## config.mk

```make
export PLATFORM = sky130hd
export DESIGN_NAME = pc_next_unit
export DESIGN_NICKNAME = d
export VERILOG_FILES = /design/src/rtl/pcu_pkg.sv /design/src/rtl/pcu_target.sv /design/src/rtl/pcu_select.sv /design/src/rtl/pcu_reg.sv /design/src/rtl/pc_next_unit.sv
export SDC_FILE = /design/constraint.sdc
export NUM_CORES = 1
export LEC_CHECK = 0
export BUFFER_PORTS_ARGS = -buffer_cell sky130_fd_sc_hd__clkbuf_2
export CAP_MARGIN = 10
export CORE_MARGIN = 2
export CORE_UTILIZATION = 45
export DETAILED_ROUTE_END_ITERATION = 12
export PLACE_DENSITY = 0.75
export SETUP_SLACK_MARGIN = 0.5
export SYNTH_ARGS = -nofsm -noshare
export SYNTH_HDL_FRONTEND = slang
export SYNTH_HIERARCHICAL = 1
export SYNTH_SLANG_ARGS = --single-unit
export TNS_END_PERCENT = 20
```

## constraint.sdc

```tcl
create_clock -name clk -period 4.73 [get_ports clk]
set_input_delay 0.946 -clock clk [delete_from_list [all_inputs] [get_ports clk]]
set_output_delay 0.946 -clock clk [all_outputs]
set_load 0.05 [all_outputs]
```

## src/rtl/pcu_pkg.sv

```systemverilog
package pcu_pkg;

  localparam int XLEN   = 32;
  localparam int IMM_W  = 16;
  localparam int JIDX_W = 26;
  localparam int REGION = 4;
  localparam logic [XLEN-1:0] STEP = 32'd4;

  typedef enum logic [1:0] {
    NX_SEQ  = 2'b00,
    NX_BEQ  = 2'b01,
    NX_JMP  = 2'b10,
    NX_JREG = 2'b11
  } nx_code_e;

  function automatic logic [XLEN-1:0] f_seq(input logic [XLEN-1:0] cur);
    return cur + STEP;
  endfunction

  function automatic logic [XLEN-1:0] f_branch(input logic [XLEN-1:0] after,
                                               input logic [IMM_W-1:0] off);
    logic [XLEN-1:0] ext;
    ext = {{(XLEN-IMM_W){off[IMM_W-1]}}, off};
    return after + (ext << 2);
  endfunction

  function automatic logic [XLEN-1:0] f_jump(input logic [XLEN-1:0] after,
                                             input logic [JIDX_W-1:0] idx);
    return {after[XLEN-1 -: REGION], idx, 2'b00};
  endfunction

endpackage

```

## src/rtl/pcu_target.sv

```systemverilog
module pcu_target
  import pcu_pkg::*;
(
  input  logic [XLEN-1:0]   cur_pc,
  input  logic [JIDX_W-1:0] field,
  output logic [XLEN-1:0]   seq_pc,
  output logic [XLEN-1:0]   br_target,
  output logic [XLEN-1:0]   jmp_target
);

  always_comb begin
    seq_pc     = f_seq(cur_pc);
    br_target  = f_branch(seq_pc, field[IMM_W-1:0]);
    jmp_target = f_jump(seq_pc, field);
  end

endmodule

```

## src/rtl/pcu_select.sv

```systemverilog
module pcu_select
  import pcu_pkg::*;
(
  input  logic [1:0]      ctrl,
  input  logic            eq,
  input  logic            stall,
  input  logic [XLEN-1:0] cur_pc,
  input  logic [XLEN-1:0] seq_pc,
  input  logic [XLEN-1:0] br_target,
  input  logic [XLEN-1:0] jmp_target,
  input  logic [XLEN-1:0] rs_val,
  output logic [XLEN-1:0] next_pc,
  output logic            br_taken,
  output logic            link_we
);

  nx_code_e code;

  always_comb begin
    code     = nx_code_e'(ctrl);
    br_taken = (code == NX_BEQ) && eq;
    link_we  = (code == NX_JREG) && !stall;
    if (stall) begin
      next_pc = cur_pc;
    end else begin
      unique case (code)
        NX_SEQ:  next_pc = seq_pc;
        NX_BEQ:  next_pc = br_taken ? br_target : seq_pc;
        NX_JMP:  next_pc = jmp_target;
        NX_JREG: next_pc = rs_val;
        default: next_pc = seq_pc;
      endcase
    end
  end

endmodule

```

## src/rtl/pcu_reg.sv

```systemverilog
module pcu_reg
  import pcu_pkg::*;
#(
  parameter logic [XLEN-1:0] RESET_PC = '0
) (
  input  logic            clk,
  input  logic            rst,
  input  logic [XLEN-1:0] next_pc,
  output logic [XLEN-1:0] pc_q
);

  always_ff @(posedge clk) begin
    if (rst) pc_q <= RESET_PC;
    else     pc_q <= next_pc;
  end

endmodule

```

## src/rtl/pc_next_unit.sv

```systemverilog
module pc_next_unit
  import pcu_pkg::*;
#(
  parameter logic [31:0] RESET_PC = 32'h0000_0000
) (
  input  logic        clk,
  input  logic        rst,
  input  logic        stall,
  input  logic [1:0]  ctrl,
  input  logic [25:0] instr_field,
  input  logic        eq,
  input  logic [31:0] rs_val,
  output logic [31:0] pc,
  output logic [31:0] link_val,
  output logic        link_we
);

  logic [XLEN-1:0] seq_pc;
  logic [XLEN-1:0] br_target;
  logic [XLEN-1:0] jmp_target;
  logic [XLEN-1:0] next_pc;
  logic            br_taken;

  pcu_target u_tgt (
    .cur_pc     (pc),
    .field      (instr_field),
    .seq_pc     (seq_pc),
    .br_target  (br_target),
    .jmp_target (jmp_target)
  );

  pcu_select u_sel (
    .ctrl       (ctrl),
    .eq         (eq),
    .stall      (stall),
    .cur_pc     (pc),
    .seq_pc     (seq_pc),
    .br_target  (br_target),
    .jmp_target (jmp_target),
    .rs_val     (rs_val),
    .next_pc    (next_pc),
    .br_taken   (br_taken),
    .link_we    (link_we)
  );

  pcu_reg #(.RESET_PC(RESET_PC)) u_reg (
    .clk     (clk),
    .rst     (rst),
    .next_pc (next_pc),
    .pc_q    (pc)
  );

  assign link_val = seq_pc;

endmodule

```

* Word level (Yosys, flattened, before mapping)
Cells that the tools add are included.
Operators by class: add/subtract/negate cells 2, eq/ne operators 3, muxes and demuxes 2, reductions and logical operators 4
Operator list (count):
- 32-bit one-hot mux with 4 select lines | 1
- 32-bit by 3-bit adder with 32-bit output (second input constant) | 1
- 32-bit adder | 1
- 32-bit two-way mux | 1
- 2-bit == test (second input constant) | 2
- 2-bit by 1-bit == test with 1-bit output (second input constant) | 1
- 1-bit logical AND | 2
- 2-bit zero test | 1
- 1-bit zero test | 1
Storage, ports and cells: register bits after elaboration 32, input bits 64, output and inout port bits 65, word-level logic and storage cells 12

* Longest topological paths before layout
Gate-level depths: netlist of run 1.
depth after elaboration 4, mapped depth 18, gate-level depth less buffers 17

* Modules after synthesis
Netlist of run 1, hierarchy kept.
By module, submodules not included:
- pcu_target | times used 1, cells each 372, area an instance 2611.3 µm², sequential area each 0.0 µm²
- pcu_select | times used 1, cells each 115, area an instance 1687.9 µm², sequential area each 0.0 µm²
- pcu_reg | times used 1, cells each 67, area an instance 863.3 µm², sequential area each 640.6 µm²

* Worst setup path before layout of run 1
Ideal clock, no wire load.
kind reg-to-reg, start point register u_reg.pc_q[12], end point register u_reg.pc_q[31], setup time 0.114 ns, data arrival time 5.462 ns, required time 4.616 ns, slack -0.845 ns, cell stages (with the launch flop) 17, path buffers 0, clock period less this slack 5.575 ns, path through dfxtp_1 > nand3_1 > or3_1 > nor2_2 > nand4_1 > xnor2_1 > ha_1 > and4_4 > nor2b_4 > a221o_1 > a221o_1 > a211oi_2 > xor2_1 > mux2_2 > mux4_2 > mux2_2 > nor2b_1
On the way: longest elaborated chain between the ends 4
RTL lines:
- start: declaration | line pcu_reg.sv:9 | output logic [XLEN-1:0] pc_q
- start signal: assignment | line pcu_reg.sv:14 | else pc_q <= next_pc;
- 32-bit by 3-bit adder with 32-bit output | line pcu_pkg.sv:17 | return cur + STEP;
- net link_val[25] | line pc_next_unit.sv:14 | output logic [31:0] link_val,
- 32-bit adder | line pcu_pkg.sv:24 | return after + (ext << 2);
- net br_target[31] | line pc_next_unit.sv:19 | logic [XLEN-1:0] br_target;
- 32-bit two-way mux | line pcu_select.sv:28 | NX_BEQ: next_pc = br_taken ? br_target : seq_pc;
- 32-bit one-hot mux with 4 select lines | line pcu_select.sv:26 | unique case (code)
The timed path passes the listed nets, and every way through them passes these cells. A chain may end at the register's enable or synchronous reset.

* Worst setup path after layout of run 1
start point register u_reg.pc_q[8], end point register u_reg.pc_q[31]
On the way: longest elaborated chain between the ends 4
RTL lines (line):
- 32-bit by 3-bit adder with 32-bit output | pcu_pkg.sv:17
- 32-bit adder | pcu_pkg.sv:24
- net br_target[31] | pc_next_unit.sv:19
- 32-bit two-way mux | pcu_select.sv:28
- 32-bit one-hot mux with 4 select lines | pcu_select.sv:26
The timed path passes the listed nets, and every way through them passes these cells.

==> results.sh, run 1 <==
export IMPL_slowest_stage="mux4_2"
export IMPL_tritoncts="yes"
export IMPL_antenna_found_initial=0
export IMPL_area_growth_pct=26.6
export IMPL_fin_cells=804
export IMPL_io_buffers=128
export IMPL_rsz0062_at_grt="yes"
export IMPL_wl_mm=16.1
export IMPL_initial_utilization=0.457
export IMPL_slew_viol_final=0
export IMPL_critical_path_class="flop to flop"
export IMPL_grt_max_degree=34
export IMPL_layout_setup_ws_ns=0.381
export IMPL_hold_viol_final=0
export IMPL_irDropWorstVdd_v=0.000176
export IMPL_multi_input_area_um2=4540
export IMPL_numCtsBuffers=5
export IMPL_clock_sinks=32
export IMPL_cts_buffer_depth=2
export IMPL_nNetsFinal=758
export IMPL_crit_path_max_incr_delay_ns=0.45
export IMPL_core_um2=11300
export IMPL_crit_chain="nand4_1 -> nor4_2 -> xor2_2 -> ha_1 -> a21oi_1 -> o21ai_1 -> a221o_1 -> a221o_1 -> a211oi_2 -> xor2_1 -> mux2_4 -> mux4_2 -> mux2_4 -> nor2b_1"
export IMPL_cp_arrival_ns=4.49
export IMPL_post_drt_wl_per_cell_um=20.0
export IMPL_setup_tns_ns=0
export IMPL_die_height_um=111
export IMPL_tightestPinTransition_ns=0.876
export IMPL_dp_slack_ns=0.202
export IMPL_cp_data_required_time_ns=4.87
export IMPL_largest_register_ffs=32
export IMPL_cap_viol_max_count=0
export IMPL_die_w_um=111
export IMPL_crit_buf_inv=0
export IMPL_cp_top_family="compound AO/OA/AOI/OAI gates"
export IMPL_cts_htree_levels=2
export IMPL_clock_root_buffer="clkbuf_16"
export IMPL_place_congestion=0.979
export IMPL_drc=0
export IMPL_avgViaCountPerCell=5.94
export IMPL_min_delay_path_class="flop to flop"
export IMPL_max_freq_mhz=230
export IMPL_setup_viol=0
export IMPL_largestRegisters="u_reg/pc_q (32)"
export IMPL_grt_pass1_wl_mm=25.2
export IMPL_layout_drive_gt1_share=0.530
export IMPL_first_pass_iters=5
export IMPL_critPathCaptureType="flop"
export IMPL_die_area_um2=12300
export IMPL_grt_pass1_vias=4763
export IMPL_final_core_utilization=0.579
export IMPL_io_pins=129
export IMPL_diodes=0
export IMPL_drtIter0Drc=328
export IMPL_syn_inst=553
export IMPL_regMostFlops="u_reg/pc_q"
export IMPL_clk_insertion_delay_late_ns=0.28
export IMPL_cp_max_fo=8
export IMPL_regArea_um2=716
export IMPL_row_count=39
export IMPL_finalWorstPathRequiredPeriod_ns=4.35
export IMPL_num_fill_cells=938
export IMPL_grt_overflow=0
export IMPL_place_inst=768
export IMPL_finalPower_mw=1.55
export IMPL_start_kind="flop"
export IMPL_yosysWarnings=6
export IMPL_cts_reportedPaths_clkPinSlew_ns=0.05
export IMPL_hpwlAfterDp_mm=12.2
export IMPL_grt_usage=0.253
export IMPL_p_leak_nw=2.97
export IMPL_period_share=0.919
export IMPL_antenna_left=0
export IMPL_status="complete, no violations"
export IMPL_syn_area_per_cell_um2=9.32
export IMPL_slew_headroom=0.416
export IMPL_vias=4779
export IMPL_powerDensity_nw_per_um2=237
export IMPL_synthesis_area_um2=5150
export IMPL_fin_worst_skew_ns=0.00181
-- cell type report --
| type | count | area share |
|---|---|---|
| Clock buffer | 5 | 0.0192 |
| Clock inverter | 3 | 0.00575 |
| Tap cell | 143 | 0.0274 |
| Sequential cell | 32 | 0.110 |
| Timing Repair Buffer | 162 | 0.137 |
| Multi-Input combinational cell | 451 | 0.696 |
| Inverter | 8 | 0.00460 |
-- what timing repair did --
item,4_1_cts,5_1_grt
gates resized for setup,28,8
setup endpoints to repair,10,12
pin swaps,25,12
buffers inserted,27,1
hold buffers,0,0
-- report_power, final --
group,switching [mW],total [mW],leakage [nW],internal [mW]
sequential,0.0328,0.323,0.276,0.290
combinational,0.485,0.860,2.61,0.375
clock,0.118,0.363,0.0789,0.245
-- cell usage in the layout (no fill, tap or decap), drive strengths merged, types with 18 or more instances in the layout --
master    n
nor2     34
buf      34
mux4     32
mux2     64
clkbuf  133
o21ai    18
ha       33
dfxtp    32
nor2b    34
nand2    37
a21oi    32
xnor2    36
nand3    26
-- routing by layer --
layer	vias up	global-route usage	routed length (um)	share of wire
met4	0	0.0914	515	0.032
met5	-	0	0	0
met3	34	0.0284	971	0.060
li1	2231	-	-	-
met1	2307	0.345	6910	0.43
met2	207	0.418	7700	0.48
-- path summary, 6_finish.rpt --
kind / startpoint / to / slack, ns / depth (start not counted)
max: u_reg/pc_q[8] / u_reg/pc_q[31] / 0.38 / 14
min: u_reg/pc_q[7] / u_reg/pc_q[7] / 0.64 / 2
max reg2reg: u_reg/pc_q[8] / u_reg/pc_q[31] / 0.38 / 14
min reg2reg: u_reg/pc_q[7] / u_reg/pc_q[7] / 0.64 / 2
-- per-stage QoR --
step                      hold slack (ns)  instance area, um^2
final                               0.642                 6520
after global routing                0.672                 6520
after CTS                           0.635                 6470
after detailed placement            0.622                 5960
after global placement              0.612                 5960
after floorplan                     0.732                 5560
-- worst register-to-register path, cell delays in order (launching register included) --
cell,delay (ns)
dfxtp_4,0.38
nand4_1,0.27
nor4_2,0.43
xor2_2,0.28
ha_1,0.31
a21oi_1,0.22
o21ai_1,0.14
a221o_1,0.35
a221o_1,0.32
a211oi_2,0.27
xor2_1,0.13
mux2_4,0.27
mux4_2,0.45
mux2_4,0.28
nor2b_1,0.12
No activity file was read; power rests on OpenSTA's default activity.
==> run 2: changes to the inputs <==
- CORE_UTILIZATION: 45 -> 40
- PLACE_DENSITY: 0.75 -> 0.69
==> results.sh, run 2 (same netlist as run 1, synthesis figures left out) <==
export IMPL_status="complete, no violations"
export IMPL_cp_max_fo=10
export IMPL_first_pass_iters=5
export IMPL_critical_path_class="flop to flop"
export IMPL_hold_viol_final=0
export IMPL_cp_data_required_time_ns=4.86
export IMPL_regMostFlops="u_reg/pc_q"
export IMPL_final_area_um2=6480
export IMPL_largestRegisters="u_reg/pc_q (32)"
export IMPL_slew_headroom=0.409
export IMPL_row_count=41
export IMPL_place_congestion=1.02
export IMPL_tritoncts="yes"
export IMPL_setup_tns_ns=0
export IMPL_path_common_cell="a221o_1"
export IMPL_initial_utilization=0.408
export IMPL_final_core_utilization=0.513
export IMPL_powerDensity_nw_per_um2=229
export IMPL_die_height_um=118
export IMPL_grt_usage=0.228
export IMPL_nNetsFinal=755
export IMPL_final_cell_mix="128 x clkbuf_2, 34 x mux2_2, 33 x nor2b_1, 33 x nand2_1, 32 x mux4_2"
export IMPL_p_leak_nw=2.95
export IMPL_tightestPinTransition_ns=0.886
export IMPL_vias=4786
export IMPL_antenna_found_initial=0
export IMPL_cts_buffer_depth=2
export IMPL_core_um2=12600
export IMPL_wl_mm=16.0
export IMPL_clock_root_buffer="clkbuf_16"
export IMPL_irDropWorstVdd_v=0.000113
export IMPL_diodes=0
export IMPL_slowest_stage="mux4_2"
export IMPL_die_area_um2=13800
export IMPL_hpwlAfterDp_mm=12.2
export IMPL_largest_register_ffs=32
export IMPL_slew_viol_final=0
export IMPL_drc=0
export IMPL_rsz0062_at_grt="yes"
export IMPL_final_common_cell="clkbuf_2"
export IMPL_clock_sinks=32
export IMPL_place_inst=798
export IMPL_critPathCaptureType="flop"
export IMPL_crit_chain="nand3_4 -> or3_4 -> nor2_4 -> nand2_2 -> xnor2_4 -> ha_4 -> a21o_1 -> o21bai_4 -> a221o_1 -> a221o_1 -> a211oi_2 -> xor2_1 -> mux2_4 -> mux4_2 -> mux2_2 -> nor2b_1"
export IMPL_fin_cells=830
export IMPL_grt_pass1_vias=4733
export IMPL_area_growth_pct=25.7
export IMPL_crit_path_max_incr_delay_ns=0.45
export IMPL_clk_insertion_delay_late_ns=0.28
export IMPL_start_kind="flop"
export IMPL_io_buffers=128
export IMPL_antenna_left=0
export IMPL_holdBufCountCts=0
export IMPL_dpl_cell_area_um2=6000
export IMPL_finalPower_mw=1.49
export IMPL_max_freq_mhz=225
export IMPL_finalWorstPathRequiredPeriod_ns=4.43
export IMPL_post_drt_wl_per_cell_um=19.3
export IMPL_fin_worst_skew_ns=0.00702
export IMPL_cap_viol_max_count=0
export IMPL_period_share=0.938
export IMPL_avgViaCountPerCell=5.77
export IMPL_die_w_um=118
export IMPL_cts_reportedPaths_clkPinSlew_ns=0.05
export IMPL_cp_arrival_ns=4.57
export IMPL_io_pins=129
export IMPL_layout_drive_gt1_share=0.524
export IMPL_min_delay_path_class="flop to flop"
export IMPL_setup_viol=0
export IMPL_grt_max_degree=34
export IMPL_numCtsBuffers=5
export IMPL_drtIter0Drc=366
export IMPL_grt_pass1_wl_mm=25.3
export IMPL_cts_htree_levels=2
export IMPL_grt_overflow=0
==> run 2: cell types whose count changed in the layout (fill, tap and decap cells not counted), moves of 2 or more <==
cell,change
buf_4,-3
clkbuf_1,+2
clkinv_1,-2
nand2_1,-2
nand2_2,+2
nand3_2,+2
nand3_4,-2
nor3_2,-2
nor4_2,-2
==> run 2: cell type report <==
type / count / area (um^2)
Clock buffer: 7 / 133
Clock inverter: 1 / 5.00
Fill cell: 1123 / 6140
Inverter: 8 / 30.0
Multi-Input combinational cell: 451 / 4500
Sequential cell: 32 / 716
Tap cell: 172 / 215
Timing Repair Buffer: 159 / 873
==> run 2: worst max-delay path: cells and delay by family (launching register included) <==
family | cells | cell delay [ns]
fa+ha+maj | 1 | 0.29
flops | 1 | 0.36
xor+xnor | 2 | 0.36
mux | 3 | 0.97
compound gates | 5 | 1.29
simple gates | 5 | 1.00
==> run 2: power breakdown <==
group	leakage [nW]	internal, mW	switching (mW)
logic	2.61	0.372	0.481
registers	0.276	0.290	0.0325
clock network	0.0679	0.194	0.117
==> run 2: per-stage QoR <==
step | setup WS (ns) | hold slack, ns
2_1_floorplan | 0.224 | 0.732
3_3_place_gp | 0.208 | 0.610
3_5_place_dp | 0.164 | 0.622
4_1_cts | 0.325 | 0.641
5_1_grt | 0.202 | 0.663
6_report | 0.295 | 0.630
==> run 2: worst paths after layout <==
kind | from | to | slack (ns) | cells past startpoint
hold / removal | u_reg/pc_q[7] | u_reg/pc_q[7] | 0.63 | 2
hold reg to reg | u_reg/pc_q[7] | u_reg/pc_q[7] | 0.63 | 2
setup / recovery | u_reg/pc_q[13] | u_reg/pc_q[31] | 0.30 | 16
setup reg to reg | u_reg/pc_q[13] | u_reg/pc_q[31] | 0.30 | 16
==> run 2: per-layer routing <==
| layer | vias up | wire length [um] | global-route usage |
|---|---|---|---|
| met4 | 0 | 359 | 0.0715 |
| met3 | 31 | 868 | 0.0262 |
| li1 | 2210 | - | - |
| met2 | 188 | 7780 | 0.380 |
| met5 | - | 0 | 0 |
| met1 | 2357 | 7000 | 0.310 |
==> run 2: what timing repair did <==
item	in CTS	in global routing
gates resized for setup	24	8
setup endpoints to repair	9	12
buffers inserted	20	4
pin swaps	16	14
==> run 3: changes to the inputs <==
- GPL_TIMING_DRIVEN: unset -> 0
==> results.sh, run 3 (same netlist as run 1, synthesis figures left out) <==
export IMPL_hold_path_startpoint="u_reg/pc_q[6]"
export IMPL_io_pins=129
export IMPL_initial_utilization=0.408
export IMPL_cp_max_fo=4
export IMPL_final_area_um2=7040
export IMPL_grt_overflow=0
export IMPL_largestRegisters="u_reg/pc_q (32)"
export IMPL_cp_arrival_ns=4.56
export IMPL_min_delay_path_class="flop to flop"
export IMPL_r2r_end="u_reg/pc_q[31]"
export IMPL_max_freq_mhz=228
export IMPL_reg2reg_from="u_reg/pc_q[12]"
export IMPL_r2r_cells=16
export IMPL_powerDensity_nw_per_um2=226
export IMPL_cap_viol_max_count=0
export IMPL_numCtsBuffers=5
export IMPL_status="complete, no violations"
export IMPL_die_area_um2=13800
export IMPL_p_leak_nw=3.22
export IMPL_tritoncts="yes"
export IMPL_irDropWorstVdd_v=0.000138
export IMPL_hold_viol_final=0
export IMPL_final_common_cell="clkbuf_2"
export IMPL_clock_root_buffer="clkbuf_16"
export IMPL_tightestPinTransition_ns=0.651
export IMPL_period_share=0.928
export IMPL_whs_endpoint="u_reg/pc_q[6]"
export IMPL_holdBufCountCts=0
export IMPL_grt_usage=0.229
export IMPL_start_kind="flop"
export IMPL_drc=0
export IMPL_multi_input_area_um2=4580
export IMPL_min_path_cells=2
export IMPL_antenna_found_initial=0
export IMPL_final_cell_mix="114 x clkbuf_2, 80 x buf_4, 35 x nand2_1"
export IMPL_num_fill_cells=1159
export IMPL_worst_hold_slack_ns=0.620
export IMPL_slew_headroom=0.566
export IMPL_critical_path_class="flop to flop"
export IMPL_place_inst=840
export IMPL_area_growth_pct=36.6
export IMPL_grt_pass1_vias=4891
export IMPL_layout_drive_gt1_share=0.558
export IMPL_slew_viol_final=0
export IMPL_rsz0062_at_grt="yes"
export IMPL_place_congestion=0.925
export IMPL_vias=4929
export IMPL_finalWorstPathRequiredPeriod_ns=4.39
export IMPL_grt_max_degree=17
export IMPL_diodes=0
export IMPL_grt_pass1_wl_mm=25.3
export IMPL_largest_register_ffs=32
export IMPL_r2r_slack_ns=0.34
export IMPL_clk_insertion_delay_late_ns=0.28
export IMPL_regMostFlops="u_reg/pc_q"
export IMPL_hpwlAfterDp_mm=12.8
export IMPL_setup_viol=0
export IMPL_row_count=41
export IMPL_post_drt_wl_per_cell_um=18.3
export IMPL_antenna_left=0
export IMPL_die_w_um=118
export IMPL_dpl_cell_area_um2=6350
export IMPL_die_height_um=118
export IMPL_clock_sinks=32
export IMPL_fin_cells=887
export IMPL_critPathCaptureType="flop"
export IMPL_fin_worst_skew_ns=0.00606
export IMPL_finalPower_mw=1.59
export IMPL_cts_buffer_depth=2
export IMPL_avgViaCountPerCell=5.56
export IMPL_regArea_um2=716
export IMPL_cp_data_required_time_ns=4.90
export IMPL_io_buffers=114
export IMPL_wl_mm=16.2
export IMPL_first_pass_iters=4
export IMPL_drtIter0Drc=300
export IMPL_core_um2=12600
export IMPL_setup_tns_ns=0
export IMPL_cts_reportedPaths_clkPinSlew_ns=0.05
export IMPL_cts_htree_levels=2
export IMPL_nNetsFinal=812
export IMPL_crit_start="u_reg/pc_q[12]"
## run 3: layer usage
| layer | GRT usage | vias up | part of all wire |
|---|---|---|---|
| met5 | 0 | - | 0 |
| met4 | 0.0693 | 0 | 0.019 |
| met3 | 0.0237 | 17 | 0.044 |
| met2 | 0.391 | 160 | 0.49 |
| met1 | 0.305 | 2417 | 0.45 |
| li1 | - | 2335 | - |
## run 3: report_power, final
group,internal [mW],switching (mW)
Sequential,0.290,0.0294
Clock,0.245,0.126
Combinational,0.407,0.496
Total,0.941,0.651
## run 3: worst max-delay path by stage
stage | slack, ns | cells after the start | to
after floorplan | 0.22 | 16 | u_reg/pc_q[31]
after global placement | 0.19 | 16 | u_reg/pc_q[31]
after detailed placement | 0.18 | 16 | u_reg/pc_q[31]
after CTS | 0.31 | 16 | u_reg/pc_q[31]
after global routing | 0.25 | 18 | u_reg/pc_q[31]
final | 0.34 | 16 | u_reg/pc_q[31]
## run 3: repair_timing
action,in CTS,in global routing
resized for setup,16,32
cloned,0,0
endpoints found under the setup margin,5,12
setup buffers,26,13
pin swaps,21,25
hold endpoints to repair,0,0
## run 3: critical path, cell delays in order, from the launching register on
cell and delay, ns:
dfxtp_4 0.35, nand3_4 0.08, or3_4 0.44, nor2_4 0.15, nand4_1 0.23, xnor2_4 0.34, ha_4 0.26, and4_4 0.16
nor2b_4 0.12, a221o_1 0.30, a221o_1 0.31, a211oi_2 0.29, xor2_1 0.12, mux2_4 0.26, mux4_2 0.46, mux2_4 0.28
nor2b_4 0.12
## run 3: layout make-up
cell class,instances,area share
inverters,8,0.00427
repair buffers,153,0.123
clock buffers,5,0.0178
flip-flops and latches,32,0.102
clock inverters,3,0.00533
multi-input cells,451,0.650
well taps,172,0.0306
plain buffers,63,0.0675
## run 3: stage by stage
stage | util | setup WS [ns]
after floorplan | - | 0.224
after global placement | 0.503 | 0.193
after detailed placement | 0.503 | 0.179
after CTS | 0.537 | 0.310
after global routing | 0.558 | 0.245
final | 0.558 | 0.338
